<file path="config.mk">
export PLATFORM = sky130hd
export DESIGN_NAME = halfbridge_drive
export DESIGN_NICKNAME = d
export VERILOG_FILES = /design/src/rtl/hb_pkg.sv /design/src/rtl/hb_guard_ctrl.sv /design/src/rtl/hb_deadband_path.sv /design/src/rtl/halfbridge_drive.sv
export SDC_FILE = /design/constraint.sdc
export NUM_CORES = 1
export LEC_CHECK = 0
export ABC_AREA = 1
export BUFFER_PORTS_ARGS = -buffer_cell sky130_fd_sc_hd__buf_2
export CORE_MARGIN = 5
export CORE_UTILIZATION = 40
export CTS_CLUSTER_DIAMETER = 30
export DETAILED_ROUTE_END_ITERATION = 10
export HOLD_SLACK_MARGIN = 0.1
export PLACE_DENSITY_LB_ADDON = 0.05
export SYNTH_ARGS = -nofsm -noshare
export SYNTH_HDL_FRONTEND = slang
export SYNTH_SLANG_ARGS = --single-unit
</file>
<file path="constraint.sdc">
create_clock -name clk -period 2.85 [get_ports clk]
set_clock_uncertainty 0.2 [all_clocks]
set_input_delay 0.4275 -clock clk [delete_from_list [all_inputs] [get_ports clk]]
set_output_delay 0.4275 -clock clk [all_outputs]
set_load 0.005 [all_outputs]
</file>
<file path="src/rtl/hb_pkg.sv">
package hb_pkg;
  // strobes from the guard control to the output datapath
  typedef struct packed {
    logic brakeNow;    // combinational brake, overrides at once
    logic outputsOff;  // main enable is cleared
  } hb_strobe_t;
endpackage

</file>
<file path="src/rtl/hb_guard_ctrl.sv">
module hb_guard_ctrl
  import hb_pkg::*;
#(
  parameter int SYNC_STAGES = 2
) (
  input  logic       clk,
  input  logic       rstN,
  input  logic       brakeIn,
  input  logic       brakePol,
  input  logic       clkFail,
  input  logic       moeSet,
  input  logic       flagClr,
  output hb_strobe_t strb,
  output logic       outEnable,
  output logic       brakeFlag
);
  localparam int LAST = SYNC_STAGES - 1;

  logic brkAct;
  logic brkSync;
  logic [LAST:0] syncQ;

  assign brkAct = (brakeIn == brakePol) | clkFail;

  generate
    if (SYNC_STAGES < 2) begin : g_single
      always_ff @(posedge clk or negedge rstN) begin
        if (!rstN) syncQ <= '0;
        else       syncQ <= brkAct;
      end
    end else begin : g_chain
      always_ff @(posedge clk or negedge rstN) begin
        if (!rstN) syncQ <= '0;
        else       syncQ <= {syncQ[LAST-1:0], brkAct};
      end
    end
  endgenerate

  assign brkSync = syncQ[LAST];

  always_ff @(posedge clk or negedge rstN) begin
    if (!rstN) begin
      outEnable <= 1'b0;
      brakeFlag <= 1'b0;
    end else begin
      if (brkSync)     outEnable <= 1'b0;
      else if (moeSet) outEnable <= 1'b1;
      if (brkSync)      brakeFlag <= 1'b1;
      else if (flagClr) brakeFlag <= 1'b0;
    end
  end

  assign strb.brakeNow   = brkAct;
  assign strb.outputsOff = ~outEnable;
endmodule

</file>
<file path="src/rtl/hb_deadband_path.sv">
module hb_deadband_path
  import hb_pkg::*;
#(
  parameter int DT_W = 8
) (
  input  logic            clk,
  input  logic            rstN,
  input  logic            pwmRef,
  input  logic [DT_W-1:0] deadTime,
  input  logic            idleHigh,
  input  logic            idleLow,
  input  hb_strobe_t      strb,
  output logic            outHigh,
  output logic            outLow
);
  localparam logic [DT_W-1:0] CNT_ZERO = '0;

  logic            refPrev;
  logic [DT_W-1:0] dtCnt;
  logic            refEdge;
  logic            settled;
  logic            forceSafe;

  assign refEdge = pwmRef ^ refPrev;

  always_ff @(posedge clk or negedge rstN) begin
    if (!rstN) begin
      refPrev <= 1'b0;
      dtCnt   <= CNT_ZERO;
    end else begin
      refPrev <= pwmRef;
      if (refEdge)              dtCnt <= deadTime;
      else if (dtCnt != CNT_ZERO) dtCnt <= dtCnt - 1'b1;
    end
  end

  assign settled   = (dtCnt == CNT_ZERO);
  assign forceSafe = strb.brakeNow | strb.outputsOff;
  assign outHigh   = forceSafe ? idleHigh : (refPrev & settled);
  assign outLow    = forceSafe ? idleLow  : (~refPrev & settled);
endmodule

</file>
<file path="src/rtl/halfbridge_drive.sv">
module halfbridge_drive
  import hb_pkg::*;
#(
  parameter int DT_W        = 8,
  parameter int SYNC_STAGES = 2
) (
  input  logic            clk,
  input  logic            rstN,
  input  logic            pwmRef,
  input  logic [DT_W-1:0] deadTime,
  input  logic            idleHigh,
  input  logic            idleLow,
  input  logic            brakeIn,
  input  logic            brakePol,
  input  logic            clkFail,
  input  logic            moeSet,
  input  logic            flagClr,
  output logic            outHigh,
  output logic            outLow,
  output logic            outEnable,
  output logic            brakeFlag
);
  hb_strobe_t strb;

  hb_guard_ctrl #(.SYNC_STAGES(SYNC_STAGES)) u_ctrl (
    .clk(clk), .rstN(rstN), .brakeIn(brakeIn), .brakePol(brakePol),
    .clkFail(clkFail), .moeSet(moeSet), .flagClr(flagClr),
    .strb(strb), .outEnable(outEnable), .brakeFlag(brakeFlag)
  );

  hb_deadband_path #(.DT_W(DT_W)) u_path (
    .clk(clk), .rstN(rstN), .pwmRef(pwmRef), .deadTime(deadTime),
    .idleHigh(idleHigh), .idleLow(idleLow), .strb(strb),
    .outHigh(outHigh), .outLow(outLow)
  );
endmodule

</file>
After elaboration in Yosys (flattened, before gate mapping)
Index checks and enable logic that the tools add are counted.
- add/subtract/negate cells: 1
- equal/unequal tests: 1
- muxes and demuxes: 8
- bitwise gates (word level): 7
- reductions and logical operators: 5
- operator list (cell ; number):
    $mux W8 ; 2
    $logic_not A8 Y1 ; 1
    $reduce_bool A8 Y1 ; 1
    $sub A8 B1 Y8 const B ; 1
    $mux W1 ; 6
    $reduce_bool A2 Y1 ; 3
    $and A1 B1 Y1 ; 2
    $not A1 Y1 ; 2
    $or A1 B1 Y1 ; 2
    $eq A1 B1 Y1 ; 1
    $xor A1 B1 Y1 ; 1
- bits in registers: 13
- input bits: 18
- output and inout port bits: 4
- logic and storage cells: 27

Logic depth before layout (Yosys ltp)
Gate-level depths: netlist of the first run.
- depth after elaboration: 4
- gate-level depth with buffers: 8

Modules after synthesis
From an unflattened synthesis of the first run, not the netlist that was laid out.
- cells, all modules: 106
- area, all modules: 850.8 µm²
- by module, submodules not included (module ; times used ; cells an instance ; area an instance (µm²) ; seq. area each (µm²)):
    hb_deadband_path ; 1 ; 90 ; 691.9 ; 225.2
    hb_guard_ctrl ; 1 ; 16 ; 158.9 ; 100.1

Least setup slack after synthesis of the first run
Ideal clock, no wire load.
- path kind: reg2out
- start: register u_path.dtCnt[0]
- end: output outHigh
- data arrival time: 1109 ps
- slack: 1114 ps
- cell stages (with the launch flop): 7
- buffers on the path: 0
- cells stage by stage: dfrtp_1 -> inv_1 -> ha_1 -> nand3_4 -> nor2_8 -> nand3_1 -> nand2_1
- longest elaborated chain between the ends: 3
- ends and longest elaborated chain (item ; RTL line ; text):
    start, declared ; hb_deadband_path.sv:19 ; logic [DT_W-1:0] dtCnt;
    start signal, assigned ; hb_deadband_path.sv:32 ; if (refEdge) dtCnt <= deadTime;
    start signal, assigned ; hb_deadband_path.sv:33 ; else if (dtCnt != CNT_ZERO) dtCnt <= dtCnt - 1'b1;
    $logic_not A8 Y1 ; hb_deadband_path.sv:37 ; assign settled = (dtCnt == CNT_ZERO);
    $and A1 B1 Y1 ; hb_deadband_path.sv:39 ; assign outHigh = forceSafe ? idleHigh : (refPrev & settled);
    $mux W1 ; hb_deadband_path.sv:39 ;
    end, declared ; halfbridge_drive.sv:18 ; output logic outHigh,
No other way between the ends.

Final worst setup path of the first run
Same ends and word-level chain as after synthesis.

==> results.cfg, run 1 <==
[outcome]
outcome = finished, final reports clean

[final_layout]
register_area_um2 = 325.3
drive_gt1_share_pct = 30.83
nFillCells = 204
final_area_mm2 = 0.001008
layout.nets = 154
area_growth_pct = 20.84
multi_input_area_um2 = 437.9
antenna_cells = 0

[clocking]
cts.clk_slew.worst_paths_ns = 0.08
cts_sinks = 13
cts-buffers-inserted = 3
tritoncts = yes
htreeDepth = 1
clock_path_buffers = 2
worstSkewPairLatency_ns = 0.28
cts.root.buffer_cell = clkbuf_4

[timing]
fmax_mhz = 452.3
setup_tns_ns = 0
final-hold-violation-count = 0
final_max_slew_viol_count = 0
rsz0062_at_grt = no
setup_viol = 0
tightest_slew_ns = 0.3032
fin_crit_sh_pct = 77.57
whs_ns = 0.1263
setup_ws_ns = 0.6393
maxSlewHeadroom_pct = 79.79
period_needed_ns = 2.211

[detailed_routing]
vias = 716
drtPass1Iterations = 4
routed_via_density = 4.475
drt_iter0_drc = 19
drtAntennaViolNets = 0
drc = 0
routedWlPerCell_um = 10.39
drt_wl_total_um = 1662

[placement]
placed_area_um2 = 962.2
dp.final_hpwl_um = 1323
place_ws_ns = 0.9460
gp_congestion = 0.7285
io_buffer_count = 21

[die]
fp.dieW_um = 55.68
ioPinCount = 22
dieArea_mm2 = 0.003100
initial_utilization_pct = 42.11
die_y_um = 55.68
rows = 16
design.core.area_mm2 = 0.001982

[setup_path]
end_kind = output port
crit_required_ns = 2.22
reg2reg_slack_ns = 1.21
cp_data_arrival_time_ns = 1.58
r2r_end = u_path.dtCnt[0]
path_class = reg -> out
crit_fanout = 8
rr_worst_depth = 7
worstReg2RegStart = u_path.dtCnt[0]
start_kind = flip-flop

[global_route]
antenna_found_initial = 0
grt_pass1_vias = 694
grt_max_degree = 14
grt_overflow = 0
grt_first_pass_wirelength_um = 2960
grtUsageTotal_pct = 11.93

[yosys]
yosysWarnings = 0
postSynthCellCount = 107
synth_nets = 127
synth_seq_area_share_pct = 38.98
synth_cell_types = 22
postSynthAreaPerCell_um2 = 7.800
syn_area_um2 = 834.6
ys_ff_latch = 13

[min_path]
worstHoldPathCells = 2
min_to = u_ctrl.brakeFlag
hp-class = in -> reg
worstHoldStart = flagClr

[power_and_ir_drop]
p_leak_nw = 0.5667
vdd_drop_max_mv = 0.3345
power.density_mw_per_mm2 = 463.4

[run]
maxCapViolations = 0
[cell usage after synthesis]
cell type,number,area share (%)
a21oi_1,3,1.8
a21oi_2,2,2.1
buf_6,1,1.3
dfrtp_1,13,39
ha_1,2,3.0
inv_1,15,6.7
inv_2,1,0.45
nand2_1,29,13
nand2_2,2,1.5
nand2_4,2,2.7
nand3_1,7,4.2
nand3_4,1,2.1
nand4_1,2,1.5
nor2_1,11,4.9
nor2_2,1,0.75
nor2_4,2,2.7
nor2_8,1,2.4
o21ai_0,4,2.4
o21ai_2,4,4.2
o21bai_1,1,0.90
or2_0,2,1.5
or2_2,1,0.75
[per-stage QoR]
| stage | instances | power, mW | util, % |
|---|---|---|---|
| 6_report | 160 | 0.4673 | 50.88 |
| 2_1_floorplan | 107 | 0.3171 | - |
| 3_3_place_gp | 154 | 0.3509 | 48.55 |
| 4_1_cts | 160 | 0.4744 | 50.88 |
| 3_5_place_dp | 154 | 0.3532 | 48.55 |
| 5_1_grt | 160 | 0.5017 | 50.88 |
[sequential cells by signal, summed over array words and instances, names as in the netlist]
register / cells
u_ctrl.outEnable: 1
u_ctrl.syncQ: 2
u_path.dtCnt: 8
u_path.refPrev: 1
u_ctrl.brakeFlag: 1
[worst max path at each step]
stage / from / end / slack (ns) / cells after the start
global route: u_path.dtCnt[0] / outHigh / 0.49 / 7
finish: u_path.dtCnt[0] / outHigh / 0.64 / 7
floorplan: u_path.dtCnt[0] / outHigh / 1.11 / 6
global placement: u_path.dtCnt[0] / outHigh / 0.99 / 7
CTS: u_path.dtCnt[0] / outHigh / 0.63 / 7
detailed placement: u_path.dtCnt[0] / outHigh / 0.95 / 7
[cell families after synthesis]
logic type | count (synthesis) | synth area share, %
and+or+nand+nor | 61 | 38.08
buffers and inverters | 17 | 8.545
AOI/OAI and AO/OA | 14 | 11.39
DFF | 13 | 38.98
adders and majority gates | 2 | 2.998
[metal layers]
layer / GRT usage [%] / vias to the layer above / wire length, um
li1: - / 385 / -
met1: 15.19 / 309 / 805
met2: 18.75 / 18 / 751
met3: 3.944 / 4 / 82
met4: 4.167 / 0 / 23
met5: 0 / - / 0
[critical path, stage by stage, from the launching register on]
cell     delay, ns
dfrtp_1       0.37
inv_1         0.20
ha_1          0.24
nand3_4       0.10
nor2_8        0.15
nand3_1       0.09
nand2_1       0.06
buf_2         0.10
[power breakdown]
| part | switching [mW] | internal, mW | leakage [nW] |
|---|---|---|---|
| Combinational | 0.0756 | 0.0500 | 0.403 |
| Sequential | 0.0204 | 0.204 | 0.148 |
| Clock | 0.0628 | 0.0543 | 0.0150 |
[cells in the final DEF, fill, tap and decap left out, types with 2 or more instances in the layout]
cell / Yosys / final
dlygate4sd3_1: 0 / 2
buf_2: 0 / 21
or2_0: 2 / 2
nor2_1: 11 / 11
nand4_1: 2 / 2
clkbuf_4: 0 / 3
dfrtp_1: 13 / 13
nand3_1: 7 / 7
nand2_1: 29 / 29
nand2_2: 2 / 2
ha_1: 2 / 2
o21ai_2: 4 / 4
a21oi_1: 3 / 3
a21oi_2: 2 / 2
nand2_4: 2 / 2
inv_1: 15 / 15
nor2_4: 2 / 2
o21ai_0: 4 / 4
[cell type report]
| class | count | area share (%) |
|---|---|---|
| well taps | 27 | 3.350 |
| multi-input cells | 77 | 43.42 |
| clock buffers | 4 | 2.605 |
| flip-flops and latches | 13 | 32.26 |
| inverters | 16 | 5.955 |
| repair buffers | 23 | 12.41 |
[repair_timing]
item                                   4_1_cts  5_1_grt
setup buffers                                0        0
gates resized for setup                      0        0
hold buffers                                 2        0
endpoints found under the hold margin       14        0
No activity file was read; power rests on OpenSTA's default activity.
==> run 2, diff against run 1 <==
- clock period: 2.85 -> 1.9 ns (I/O delays scaled with it)
==> run 2 against run 1 <==
Compared with the run above:
- wire length rose by 14%
- global-route usage rose by 1.9 points
- clock power rose by 48%
- count of clock-buffer cells in the layout fell by 1
- via count rose by 8.0%
- first-iteration DRC count fell by 16%
- die area did not move
- non-clock buffer count rose by 13
- largest cell class unchanged
==> results.cfg, run 2 (synthesis results as in run 1) <==
[detailed_routing]
met3_length_um = 65
routedWlPerCell_um = 10.95
drt_wl_total_um = 1894
vias = 773
routed.top_layer = met4
drc = 0
routed_via_density = 4.468
drt_iter0_drc = 16
m1WireLength_um = 886
drtPass1Iterations = 4
drtAntennaViolNets = 0
routed-wl-met2_um = 933

[global_route]
antenna_found_initial = 0
grtUsageTotal_pct = 13.84
grt_overflow = 0
grt_pass1_vias = 812
grt_first_pass_wirelength_um = 3484
grt_max_degree = 14

[power_and_ir_drop]
power_frac_seq_pct = 45.3
vdd_drop_max_mv = 0.3503
comb_power_share_pct = 31.5
power_switching_mw = 0.2555
p_leak_nw = 0.6231
power.density_mw_per_mm2 = 649.7
pwr-share-clk_pct = 23.1
switching_share_pct = 34.17
finalPower_mw = 0.7478
intPower_mw = 0.4923

[die]
rows = 16
design.core.area_mm2 = 0.001982
fp.dieW_um = 55.68
die_y_um = 55.68
dieArea_mm2 = 0.003100
ioPinCount = 22
initial_utilization_pct = 42.11

[final_layout]
largest-register = u_path.dtCnt
register_area_um2 = 325.3
mostFrequentLayoutCells = 29 x nand2_1, 21 x buf_2, 13 x dfrtp_1
largest_register_ffs = 8
reg.largest.list = u_path.dtCnt: 8 flops, u_ctrl.syncQ: 2 flops
multi_input_area_um2 = 460.4
drive_gt1_share_pct = 36.30
layout.nets = 167
nFillCells = 187
antenna_cells = 0
area_growth_pct = 37.93
final_common_cell = nand2_1

[setup_path]
slowest_stage = dfrtp_1
end_kind = output port
cp_data_arrival_time_ns = 1.39
crit_required_ns = 1.41
path_class = reg -> out
crit_path_max_incr_delay_ns = 0.40
start_kind = flip-flop
crit_chain = inv_2, ha_4, nand3_4, nor2_8, nand3_1, nand2_1, buf_2
critPathTopFamily = flip-flops
path_buf_inv = 2
crit_fanout = 4

[timing]
final-hold-violation-count = 0
fmax_mhz = 533.5
rsz0062_at_grt = yes
setup_viol = 0
fin_crit_sh_pct = 98.66
period_needed_ns = 1.875
whs_ns = 0.1088
final_max_slew_viol_count = 0
tightest_slew_ns = 0.3160
maxSlewHeadroom_pct = 78.94

[placement]
dp.final_hpwl_um = 1368
gp_congestion = 0.7867
io_buffer_count = 21

[clocking]
cts.clk_slew.worst_paths_ns = 0.08
cts-buffers-inserted = 3
worstSkewPairLatency_ns = 0.27
clock_path_buffers = 2
tritoncts = yes
cts_sinks = 13
htreeDepth = 1
cts.root.buffer_cell = clkbuf_4

[run]
maxCapViolations = 0

[min_path]
hp-class = in -> reg

[outcome]
outcome = finished, final reports clean
-- run 2: power groups by stage --
| stage | clock network [mW] | logic, mW | registers [mW] |
|---|---|---|---|
| after floorplan | 0 | 0.139 | 0.337 |
| after global placement | 0 | 0.187 | 0.342 |
| after detailed placement | 0 | 0.192 | 0.344 |
| after CTS | 0.179 | 0.225 | 0.339 |
| after global routing | 0.190 | 0.271 | 0.343 |
| final | 0.173 | 0.236 | 0.339 |
-- run 2: tightest hold or removal path: cells and delay by family --
| family | cells | cell delay, ns |
|---|---|---|
| buffers and inverters | 1 | 0.08 |
| AND/OR/NAND/NOR | 3 | 0.14 |
| AO/OA/AOI/OAI | 1 | 0.05 |
-- run 2: layout make-up --
type | count | share of cell area, %
flip-flops and latches | 13 | 28.26
clock inverters | 1 | 0.4348
repair buffers | 36 | 20.87
well taps | 27 | 2.935
clock buffers | 3 | 1.957
inverters | 16 | 5.543
multi-input cells | 77 | 40.00
-- run 2: metal layers --
layer	track usage, %	vias up
met2	23.48	8
met3	3.016	2
met1	17.40	349
met5	0	-
met4	4.167	0
li1	-	414
-- run 2: timing repair --
action / in CTS / in global routing
setup endpoints to repair: 2 / 6
buffers inserted: 2 / 3
hold endpoints to repair: 21 / 0
resized for setup: 3 / 4
hold buffers: 9 / 0
pin swaps: 2 / 1
-- run 2: final timing paths --
check	start	end	slack, ns	cells past startpoint
max	u_path.dtCnt[1]	outLow	0.03	7
max reg2reg	u_path.dtCnt[0]	u_path.dtCnt[2]	0.31	8
min reg2reg	u_ctrl.syncQ[0]	u_ctrl.syncQ[1]	0.16	0
min	deadTime[1]	u_path.dtCnt[1]	0.11	5
max in group asynchronous	rstN	u_path.dtCnt[5]	1.03	2
min in group asynchronous	rstN	u_path.refPrev	0.23	2
-- run 2: metrics by stage --
| step | cell area [um2] | instances | worst slack [ns] | TNS (ns) | utilization, % |
|---|---|---|---|---|---|
| 3_5_place_dp | 969.7 | 155 | 0.1960 | 0 | 48.93 |
| 2_1_floorplan | 834.6 | 107 | 0.3063 | 0 | - |
| 3_3_place_gp | 969.7 | 155 | 0.2571 | 0 | 48.93 |
| 6_report | 1151 | 173 | 0.02548 | 0 | 58.08 |
| 5_1_grt | 1151 | 173 | -0.06884 | -0.1370 | 58.08 |
| 4_1_cts | 1115 | 170 | 0.01511 | 0 | 56.25 |
